<file path="src/rtl/ptmr_pkg.sv">
package ptmr_pkg;
  localparam int unsigned OFF_CTRL   = 0;
  localparam int unsigned OFF_COUNT  = 4;
  localparam int unsigned OFF_PERIOD = 8;

  localparam int unsigned BIT_CE   = 0;
  localparam int unsigned BIT_IE   = 1;
  localparam int unsigned BIT_PEND = 2;

  typedef struct packed {
    logic pend;
    logic irq_en;
    logic cnt_en;
  } ctrl_t;

  localparam int unsigned CTRL_W = $bits(ctrl_t);
endpackage

</file>
<file path="src/rtl/ptmr_addr_dec.sv">
module ptmr_addr_dec
  import ptmr_pkg::*;
#(
  parameter int unsigned ADDR_W = 32,
  parameter logic [ADDR_W-1:0] BASE = 32'h1000_0000
) (
  input  logic [ADDR_W-1:0] addr,
  input  logic              req,
  output logic              sel_ctrl,
  output logic              sel_count,
  output logic              sel_period
);
  logic              in_win;
  logic [ADDR_W-1:0] off;

  assign in_win     = (addr >= BASE);
  assign off        = addr - BASE;
  assign sel_ctrl   = req & in_win & (off == ADDR_W'(OFF_CTRL));
  assign sel_count  = req & in_win & (off == ADDR_W'(OFF_COUNT));
  assign sel_period = req & in_win & (off == ADDR_W'(OFF_PERIOD));
endmodule

</file>
<file path="src/rtl/ptmr_counter.sv">
module ptmr_counter #(
  parameter int unsigned CNT_W = 32
) (
  input  logic             clk,
  input  logic             rst_n,
  input  logic             run,
  input  logic [CNT_W-1:0] period,
  output logic [CNT_W-1:0] count,
  output logic             wrap
);
  logic [CNT_W-1:0] count_q;

  // >= so that shrinking the period below the live count still folds at once
  assign wrap  = run && (count_q >= period);
  assign count = count_q;

  always_ff @(posedge clk or negedge rst_n) begin
    if (!rst_n) begin
      count_q <= '0;
    end else if (run) begin
      count_q <= wrap ? '0 : count_q + 1'b1;
    end
  end
endmodule

</file>
<file path="src/rtl/ptmr_regs.sv">
module ptmr_regs
  import ptmr_pkg::*;
#(
  parameter int unsigned DATA_W = 32
) (
  input  logic              clk,
  input  logic              rst_n,
  input  logic              wr_ctrl,
  input  logic              wr_period,
  input  logic [DATA_W-1:0] wdata,
  input  logic              wrap,
  output ctrl_t             ctrl,
  output logic [DATA_W-1:0] period,
  output logic              irq
);
  ctrl_t             ctrl_q;
  logic [DATA_W-1:0] period_q;
  logic              ack;

  assign ack = wr_ctrl & wdata[BIT_PEND];

  always_ff @(posedge clk or negedge rst_n) begin
    if (!rst_n) begin
      ctrl_q   <= '0;
      period_q <= '0;
    end else begin
      if (wr_ctrl) begin
        ctrl_q.cnt_en <= wdata[BIT_CE];
        ctrl_q.irq_en <= wdata[BIT_IE];
      end
      // a fresh event outranks an acknowledge on the same edge
      ctrl_q.pend <= wrap | (ctrl_q.pend & ~ack);
      if (wr_period) begin
        period_q <= wdata;
      end
    end
  end

  assign ctrl   = ctrl_q;
  assign period = period_q;
  assign irq    = ctrl_q.pend & ctrl_q.irq_en;
endmodule

</file>
<file path="src/rtl/periodic_timer.sv">
module periodic_timer
  import ptmr_pkg::*;
#(
  parameter int unsigned ADDR_W = 32,
  parameter int unsigned DATA_W = 32,
  parameter logic [ADDR_W-1:0] BASE = 32'h1000_0000
) (
  input  logic              clk,
  input  logic              rst_n,
  input  logic              wr_en,
  input  logic [ADDR_W-1:0] wr_addr,
  input  logic [DATA_W-1:0] wr_data,
  input  logic [ADDR_W-1:0] rd_addr,
  output logic [DATA_W-1:0] rd_data,
  output logic              irq
);
  logic              w_ctrl, w_count, w_period;
  logic              r_ctrl, r_count, r_period;
  ctrl_t             ctrl_q;
  logic [CTRL_W-1:0] ctrl_bits;
  logic [DATA_W-1:0] period_q;
  logic [DATA_W-1:0] count_q;
  logic              wrap;
  logic              w_count_unused;

  ptmr_addr_dec #(.ADDR_W(ADDR_W), .BASE(BASE)) u_wdec (
    .addr(wr_addr), .req(wr_en),
    .sel_ctrl(w_ctrl), .sel_count(w_count), .sel_period(w_period)
  );

  ptmr_addr_dec #(.ADDR_W(ADDR_W), .BASE(BASE)) u_rdec (
    .addr(rd_addr), .req(1'b1),
    .sel_ctrl(r_ctrl), .sel_count(r_count), .sel_period(r_period)
  );

  // count is read-only: its write select is decoded but deliberately dropped
  assign w_count_unused = w_count;

  ptmr_regs #(.DATA_W(DATA_W)) u_regs (
    .clk(clk), .rst_n(rst_n),
    .wr_ctrl(w_ctrl), .wr_period(w_period), .wdata(wr_data),
    .wrap(wrap), .ctrl(ctrl_q), .period(period_q), .irq(irq)
  );

  ptmr_counter #(.CNT_W(DATA_W)) u_cnt (
    .clk(clk), .rst_n(rst_n), .run(ctrl_q.cnt_en),
    .period(period_q), .count(count_q), .wrap(wrap)
  );

  assign ctrl_bits = ctrl_q;

  always_comb begin
    rd_data = '0;
    if (r_ctrl)   rd_data = DATA_W'(ctrl_bits);
    if (r_count)  rd_data = count_q;
    if (r_period) rd_data = period_q;
  end
endmodule

</file>
<file path="config.mk">
export PLATFORM = sky130hd
export DESIGN_NAME = periodic_timer
export DESIGN_NICKNAME = d
export VERILOG_FILES = /design/src/rtl/ptmr_pkg.sv /design/src/rtl/ptmr_addr_dec.sv /design/src/rtl/ptmr_counter.sv /design/src/rtl/ptmr_regs.sv /design/src/rtl/periodic_timer.sv
export SDC_FILE = /design/constraint.sdc
export NUM_CORES = 1
export LEC_CHECK = 0
export ABC_AREA = 1
export CAP_MARGIN = 20
export CORE_ASPECT_RATIO = 1.25
export CORE_MARGIN = 2
export CORE_UTILIZATION = 45
export CTS_CLUSTER_SIZE = 28
export DETAILED_ROUTE_END_ITERATION = 6
export PLACE_DENSITY = 0.83
export SLEW_MARGIN = 20
export SYNTH_ARGS = -nofsm -noshare
export SYNTH_HDL_FRONTEND = slang
export SYNTH_SLANG_ARGS = --single-unit
</file>
<file path="constraint.sdc">
create_clock -name clk -period 1.95 [get_ports clk]
set_input_delay 0.39 -clock clk [delete_from_list [all_inputs] [get_ports clk]]
set_output_delay 0.39 -clock clk [all_outputs]
set_load 0.02 [all_outputs]
</file>
After elaboration in Yosys (flattened, before gate mapping)
Index checks and enable logic that the tools add are counted.
{ "totals": {"output_inout_bits": 33, "regBits": 67, "elab_cells": 32, "input_bits": 99} }
{ "classes": {"bitwise_logic": 11, "reduce_logical": 3, "addsub": 3, "n_mux": 4, "eq_ne": 3, "magnitude_cmp": 3} }
{ "ops": {"columns": ["operator", "count"], "rows": [
  ["32-bit two-way mux", 3],
  ["32-bit by 4-bit == test with 1-bit output, second input constant", 2],
  ["32-bit by 29-bit >= comparator with 1-bit output, second input constant", 2],
  ["32-bit zero test", 2],
  ["32-bit by 29-bit subtractor with 32-bit output, second input constant", 2],
  ["32-bit by 1-bit adder with 32-bit output, second input constant", 1],
  ["32-bit by 3-bit == test with 1-bit output, second input constant", 1],
  ["32-bit >= comparator", 1],
  ["1-bit AND", 9],
  ["3-bit two-way mux", 1],
  ["1-bit logical AND", 1],
  ["1-bit inverter", 1],
  ["1-bit bitwise OR", 1]
]} }

Logic depth before layout (Yosys ltp)
Gate-level depths: netlist (run 1).
{ "logic_depth": {"depth_word": 7, "mapped_depth": 16, "depth_no_buf": 15} }

Cells and area by module
From an unflattened synthesis (run 1), not the netlist that was laid out.
{ "unflattened": {"hier_cells": 763, "hier_area_um2": 5382.7} }
{ "by_module_without_submodules": {"columns": ["mod", "n_inst", "area_per_inst_um2", "cells_per_inst"], "rows": [
  ["ptmr_counter", 1, 2926.6, 407],
  ["ptmr_regs", 1, 1516.5, 150],
  ["periodic_timer", 1, 566.8, 120],
  ["ptmr_addr_dec", 2, 186.4, 43]
]} }

Worst setup path after synthesis (run 1)
No wires, ideal clock.
{ "synth_timing": {"path_type": "input -> output", "startpoint": "input port rd_addr[9]", "endpoint": "output port rd_data[11]", "t_required_ns": 1.560, "slack_ns": -0.088, "arrival_time_ns": 1.648, "path_stages": 6, "cell_sequence": "nor2_1 nand4_1 nor3_4 nand3_2 clkbuf_1 o21ai_1"} }
{ "synth_via": {"elab_chain_cells": 5, "elab_cells_between_ends": 8, "cone_classes": "add/sub (1); order compare (1); eq/ne (2); mux (2); bitwise (2)"} }
{ "synth_lines": {"columns": ["item", "line_no", "source"], "rows": [
  ["start, declared", "periodic_timer.sv:13", "input logic [ADDR_W-1:0] rd_addr,"],
  ["32-bit by 29-bit subtractor with 32-bit output", "ptmr_addr_dec.sv:17", "assign off = addr - BASE;"],
  ["32-bit by 3-bit == test with 1-bit output", "ptmr_addr_dec.sv:19", "assign sel_count = req & in_win & (off == ADDR_W'(OFF_COUNT));"],
  ["1-bit AND", "ptmr_addr_dec.sv:19", null],
  ["32-bit two-way mux", "periodic_timer.sv:55", "if (r_count) rd_data = count_q;"],
  ["32-bit two-way mux (*)", "periodic_timer.sv:56", "if (r_period) rd_data = period_q;"],
  ["end, declared", "periodic_timer.sv:14", "output logic [DATA_W-1:0] rd_data,"]
]} }
Mark *: on every way between the ends. The rest lies on a longest branch, timed or not.

Worst setup path in the final report (run 1)
{ "layout_timing": {"startpoint": "input port rd_addr[10]", "endpoint": "output port rd_data[7]"} }
The elaborated chain is that of the path after synthesis.

==> run summary, run 1 <==
Clock buffer count from CTS -> 9
Final Cycle Share -> 124.6%
Final Hold Fails -> 0
Final worst slack -> -480.6 ps
GPL Wtd Cong -> 0.8944
DRT Wirelength -> 23.63 mm
Fin nets -> 1,067
TNS Setup -> -18,030 ps
Mapped Area -> 5114 sq um
Critical path peak fanout -> 6
Initial DRC Count -> 752
Detailed Routing Iterations Pass 1 -> 7
Clock transition at the registers of the reported paths -> 50 ps
Power density over cell area -> 368.2 nW/um^2
Ys async rst share -> 100.0%
Maximum capacitance violations -> 0
Layout cells sized above 1 -> 35.57%
Relative slew slack -> 71.15%
Status -> finished, violations left
P_int -> 2.462 mW
TritonCTS clock tree -> yes
Met3 wire length -> 2.340 mm
Drt wl/cell -> 22.00 um
Buffers on Ports -> 131
Filler Cell Count -> 606
Initial Util -> 46.14%
Synth Area per Inst -> 6.976 sq um
DRT met1 WL -> 7.650 mm
CTS sink count -> 67
Crit path DAT -> 2040 ps
Cts hold-fix bufs -> 0
Reg area -> 1683 sq um
Placed instance count -> 1,017
Worst-Margin Slew -> 431.1 ps
Sw Share -> 23.40%
Met2 WL -> 11.28 mm
Leak -> 3.860 nW
Via density -> 6.191
Total grt overflow -> 0
ANT cells -> 0
Final std cells w/o fill -> 1,074
Largest net degree at the start of global routing -> 68
Die W -> 99.35 um
Final setup fails -> 65
Via count -> 6,649
Net switching power -> 752.3 uW
Dominant synthesized flop cell -> dfrtp_1
Setup crit start kind -> input pin
Reg power frac -> 43.3%
Synthesized netlist cell count -> 733
DRT antenna net count -> 0
Initial antenna violation count -> 0
Die ar. -> 12,240 sq um
Worst-Skew Late Latency -> 340 ps
Global-route wire length before repair -> 28.66 mm
Layout Skew -> 7.472 ps
Top Ports -> 132
Top Metal Used -> met4
Synthesized flop and latch total -> 67
Type of the worst setup path -> in -> out
Critical Path RT -> 1560 ps
VDD IR max -> 0.0003058 V
F_max -> 0.4114 GHz
Crit path capture type -> primary output
RSZ-0062 raised after global routing -> yes
Dpl hpwl -> 10.32 mm
Seq/Total Area, Yosys -> 32.79%
Post-route DRC -> 0
Comb power frac -> 9.7%
Vias in the first global route -> 6,123
Clock power frac -> 47.0%
Clk root buf -> clkbuf_16
Chip height -> 123.2 um
Clk buf depth -> 2
Max H-tree Level -> 3
Synth unique cells -> 40
Min-delay worst type -> in -> async
Area of the multi-input gates -> 3954 sq um
Failing checks -> setup timing
Row count -> 43
Setup slack at placement -> -1044 ps
Core area -> 11,080 sq um
Area added between synthesis and finish -> 70.74%
Net Count, Synth -> 865
Clock period minus worst slack -> 2431 ps
GRT Total Usage -> 29.56%
Total number of yosys warnings -> 0
Fin. max-slew vios -> 0
EDFF count, synth -> 0
==> worst max-delay path, stage by stage <==
cell and delay (ps):
buf_2 120, nor2_4 70, nand4_1 200, nor3_4 300, buf_6 140, nand3_4 90, buf_12 150, buf_8 130
buf_16 150, o21ai_4 150, buf_6 130
==> kinds of logic (layout without fill, tap and decap cells) <==
kind of cell,after synthesis,after routing,share of synthesized area [%]
buf+inv,113,319,9.395
fa+ha+maj,33,33,8.074
compound gates,87,87,9.860
simple gates,419,419,37.48
flops,67,67,32.79
xor+xnor,14,14,2.398
==> state kept, by name (all words and copies together), names as in the netlist <==
name           flops
u_regs.period     32
u_regs.ctrl        3
u_cnt.count       32
==> cell usage after synthesis, types with 2 or more instances <==
cell type,count,share of area [%]
a21o_1,4,0.59
a21oi_1,44,4.3
buf_2,7,0.69
buf_4,4,0.59
buf_6,2,0.44
clkbuf_1,11,0.81
dfrtp_1,67,33
ha_1,33,8.1
inv_1,86,6.3
nand2_1,196,14
nand3_1,78,7.6
nand3_2,11,2.2
nand4_1,22,2.7
nor2_1,78,5.7
nor2_2,2,0.24
nor2_4,2,0.44
nor3_1,8,0.78
nor3_2,3,0.59
nor4_1,9,1.1
o211ai_1,3,0.44
o21ai_1,19,1.9
o21ai_2,10,1.7
o21bai_1,4,0.59
or2_1,2,0.24
xnor2_1,6,1.0
xor2_1,8,1.4
==> power by group through the flow <==
stage               combinational (mW)  sequential, mW  clock (mW)
floorplan                       0.0427            1.42           0
global placement                 0.300            1.42           0
detailed placement               0.302            1.42           0
CTS                              0.290            1.39        1.47
global route                     0.333            1.39        1.55
finish                           0.312            1.39        1.51
==> stage by stage <==
stage | utilization (%) | hold slack (ps) | power (mW) | instance area (sq um)
2_1_floorplan | - | 94.41 | 1.459 | 5156
3_3_place_gp | 62.16 | 438.4 | 1.716 | 6889
3_5_place_dp | 62.16 | 445.6 | 1.718 | 6889
4_1_cts | 71.33 | 95.01 | 3.148 | 7905
5_1_grt | 78.78 | 89.32 | 3.277 | 8731
6_report | 78.78 | 47.92 | 3.214 | 8731
==> area by class of cell <==
| cell class | instances | share of cell area [%] |
|---|---|---|
| tap | 135 | 1.935 |
| clock inverter | 3 | 0.1720 |
| multi-input combinational | 553 | 45.29 |
| clock buffer | 12 | 2.823 |
| inverter | 87 | 3.740 |
| sequential | 67 | 19.27 |
| timing repair buffer | 217 | 26.77 |
==> timing repair <==
action,4_1_cts,5_1_grt
setup endpoints to repair,32,65
resized for setup,376,150
pin swaps,34,45
gates cloned,11,3
setup buffers,13,18
==> cell usage in the layout, fill, tap and decap left out, types with 6 or more instances in the layout <==
cell type	count
a21oi_1	25
a21oi_2	18
buf_12	10
buf_16	9
buf_2	14
buf_4	54
buf_6	51
clkbuf_16	11
clkdlybuf4s50_1	66
dfrtp_1	62
ha_1	18
ha_4	14
inv_1	65
inv_2	22
nand2_1	181
nand2_2	11
nand3_1	57
nand3_2	11
nand3_4	21
nand4_1	22
nor2_1	52
nor2_2	14
nor2_4	16
nor3_1	8
nor4_1	9
o21ai_2	6
o21ai_4	23
xnor2_1	6
xor2_1	8
==> path summary, 6_finish.rpt <==
check / from / endpoint / slack (ps) / depth (start not counted)
min reg2reg: u_regs.period[26] / u_regs.period[26] / 480 / 2
max reg2reg: u_cnt.count[9] / u_cnt.count[27] / -290 / 9
max: rd_addr[10] / rd_data[7] / -480 / 11
min in group clk: u_regs.period[26] / u_regs.period[26] / 480 / 2
min: rst_n / u_regs.period[8] / 50 / 2
max in group asynchronous: rst_n / u_cnt.count[2] / 1520 / 2
==> routing by layer <==
metal | up-vias | GRT usage, %
met2 | 550 | 52.83
met1 | 3063 | 31.25
met4 | 0 | 21.66
met5 | - | 0
met3 | 215 | 4.862
li1 | 2821 | -
(Power assumes the default switching activity.)
==> run 2, diff against run 1 <==
--- a/config.mk
+++ b/config.mk
@@ -7,7 +7,7 @@
 export LEC_CHECK = 0
 export ABC_AREA = 1
 export CAP_MARGIN = 20
-export CORE_ASPECT_RATIO = 1.25
+export CORE_ASPECT_RATIO = 0.8
 export CORE_MARGIN = 2
 export CORE_UTILIZATION = 45
 export CTS_CLUSTER_SIZE = 28
==> run summary, run 2 (synthesis results as in run 1) <==
Initial DRC Count -> 432
Sw Share -> 21.12%
Filler Cell Count -> 791
Final setup fails -> 33
Post-route DRC -> 0
Initial antenna violation count -> 0
Crit path DAT -> 1920 ps
F_max -> 0.4336 GHz
Clk root buf -> clkbuf_16
Maximum capacitance violations -> 0
Hold WS -> 22.64 ps
Layout Skew -> 6.706 ps
Global-route wire length before repair -> 25.61 mm
Top Ports -> 132
DRT antenna net count -> 0
VDD IR max -> 0.0004579 V
TritonCTS clock tree -> yes
Core area -> 10,980 sq um
Row count -> 34
Critical Path RT -> 1560 ps
Worst-Margin Slew -> 524.7 ps
Status -> finished, violations left
ANT cells -> 0
Drt wl/cell -> 16.24 um
Reg area -> 1679 sq um
Layout cells sized above 1 -> 30.43%
DRT Wirelength -> 17.60 mm
Clock period minus worst slack -> 2306 ps
Clock buffer count from CTS -> 9
Chip height -> 99.35 um
Most common cell after layout, fill and taps aside -> nand2_1
Final Cycle Share -> 118.3%
P_int -> 2.668 mW
Max H-tree Level -> 3
Largest net degree at the start of global routing -> 43
Tot Pwr -> 3.383 mW
Via density -> 5.307
Die W -> 123.2 um
Fin nets -> 1,067
Via count -> 5,753
Met2 WL -> 8.458 mm
GPL Wtd Cong -> 0.9185
Detailed Routing Iterations Pass 1 -> 5
Top Metal Used -> met4
RSZ-0062 raised after global routing -> yes
Relative slew slack -> 65.02%
Fin. max-slew vios -> 0
Setup crit start kind -> input pin
Area of the multi-input gates -> 3481 sq um
Final Hold Fails -> 0
Failing checks -> setup timing
Min-delay worst type -> in -> async
Clock transition at the registers of the reported paths -> 60 ps
Most frequent cells in the layout -> nand2_1 (191), inv_1 (75), buf_4 (67)
Crit path capture type -> primary output
Met3 wire length -> 1.316 mm
Clock power frac -> 50.2%
Final worst slack -> -356.5 ps
Die ar. -> 12,240 sq um
DRT met1 WL -> 7.409 mm
CTS sink count -> 67
Type of the worst setup path -> in -> out
GRT Total Usage -> 26.19%
Net switching power -> 714.4 uW
Vias in the first global route -> 5,421
Power density over cell area -> 415.6 nW/um^2
Initial Util -> 46.59%
Buffers on Ports -> 131
Dpl hpwl -> 10.69 mm
Total grt overflow -> 0
Clk buf depth -> 2
Comb power frac -> 8.6%
Critical path peak fanout -> 7
Reg power frac -> 41.1%
Area added between synthesis and finish -> 59.16%
Leak -> 3.757 nW
Worst-Skew Late Latency -> 340 ps
## run 2: cell count changes in the layout (fill, tap and decap cells not counted), moves of 10 or more
cell and change:
nand3_4 -14, o21ai_4 -15, o21ai_2 +12, buf_6 -15, buf_4 +13, inv_2 -10, nand2_1 +10, nor2_1 +10
inv_1 +10
## run 2: final cells by class
type | count | share of cell area [%]
tap | 144 | 2.214
clock buffer | 15 | 3.413
timing repair buffer | 217 | 26.59
inverter | 87 | 4.012
clock inverter | 1 | 0.3689
multi-input combinational | 553 | 42.77
sequential | 67 | 20.63
## run 2: power by group through the flow
| stage | registers, mW | clock network (mW) | logic, mW |
|---|---|---|---|
| 6_report | 1.39 | 1.70 | 0.292 |
| 5_1_grt | 1.39 | 1.77 | 0.320 |
| 3_5_place_dp | 1.42 | 0 | 0.310 |
| 4_1_cts | 1.39 | 1.70 | 0.294 |
| 3_3_place_gp | 1.42 | 0 | 0.307 |
| 2_1_floorplan | 1.42 | 0 | 0.0427 |
## run 2: critical path, cell delays in order
cell and delay [ps]:
clkdlybuf4s15_1 180, nor2_2 120, nand2_2 100, nor3_4 240
nand3_4 150, buf_12 180, buf_16 140, buf_12 130
o21ai_2 140, buf_6 140
## run 2: final timing paths
check                             startpoint           endpoint  slack [ps]  cells past startpoint
max in group asynchronous              rst_n  u_regs.period[29]        1390                      2
setup / recovery                  rd_addr[5]         rd_data[7]        -360                     10
min in group clk           u_regs.period[25]  u_regs.period[25]         480                      2
hold / removal                         rst_n  u_regs.period[15]          20                      1
hold reg to reg            u_regs.period[25]  u_regs.period[25]         480                      2
setup reg to reg              u_cnt.count[8]    u_cnt.count[11]         -50                     13
## run 2: routing by layer
| layer | vias up | track usage [%] |
|---|---|---|
| met5 | - | 0 |
| met4 | 0 | 5.769 |
| li1 | 2818 | - |
| met1 | 2637 | 36.17 |
| met2 | 256 | 41.50 |
| met3 | 42 | 6.594 |
## run 2: stage by stage
step | instances | setup TNS (ps) | worst slack [ps] | cell area [sq um] | utilization [%]
2_1_floorplan | 733 | -883.4 | -88.34 | 5156 | -
3_3_place_gp | 1027 | -31210 | -1011 | 6933 | 63.17
3_5_place_dp | 1027 | -32050 | -1063 | 6933 | 63.17
4_1_cts | 1062 | -7975 | -341.9 | 7577 | 69.04
5_1_grt | 1084 | -13880 | -463.2 | 8139 | 74.16
6_report | 1084 | -8032 | -356.5 | 8139 | 74.16
## run 2: what timing repair did
item	4_1_cts	5_1_grt
gates cloned	3	3
hold buffers	0	0
buffers inserted	19	21
gates resized for setup	297	111
pin swaps	28	39
endpoints found under the setup margin	32	64
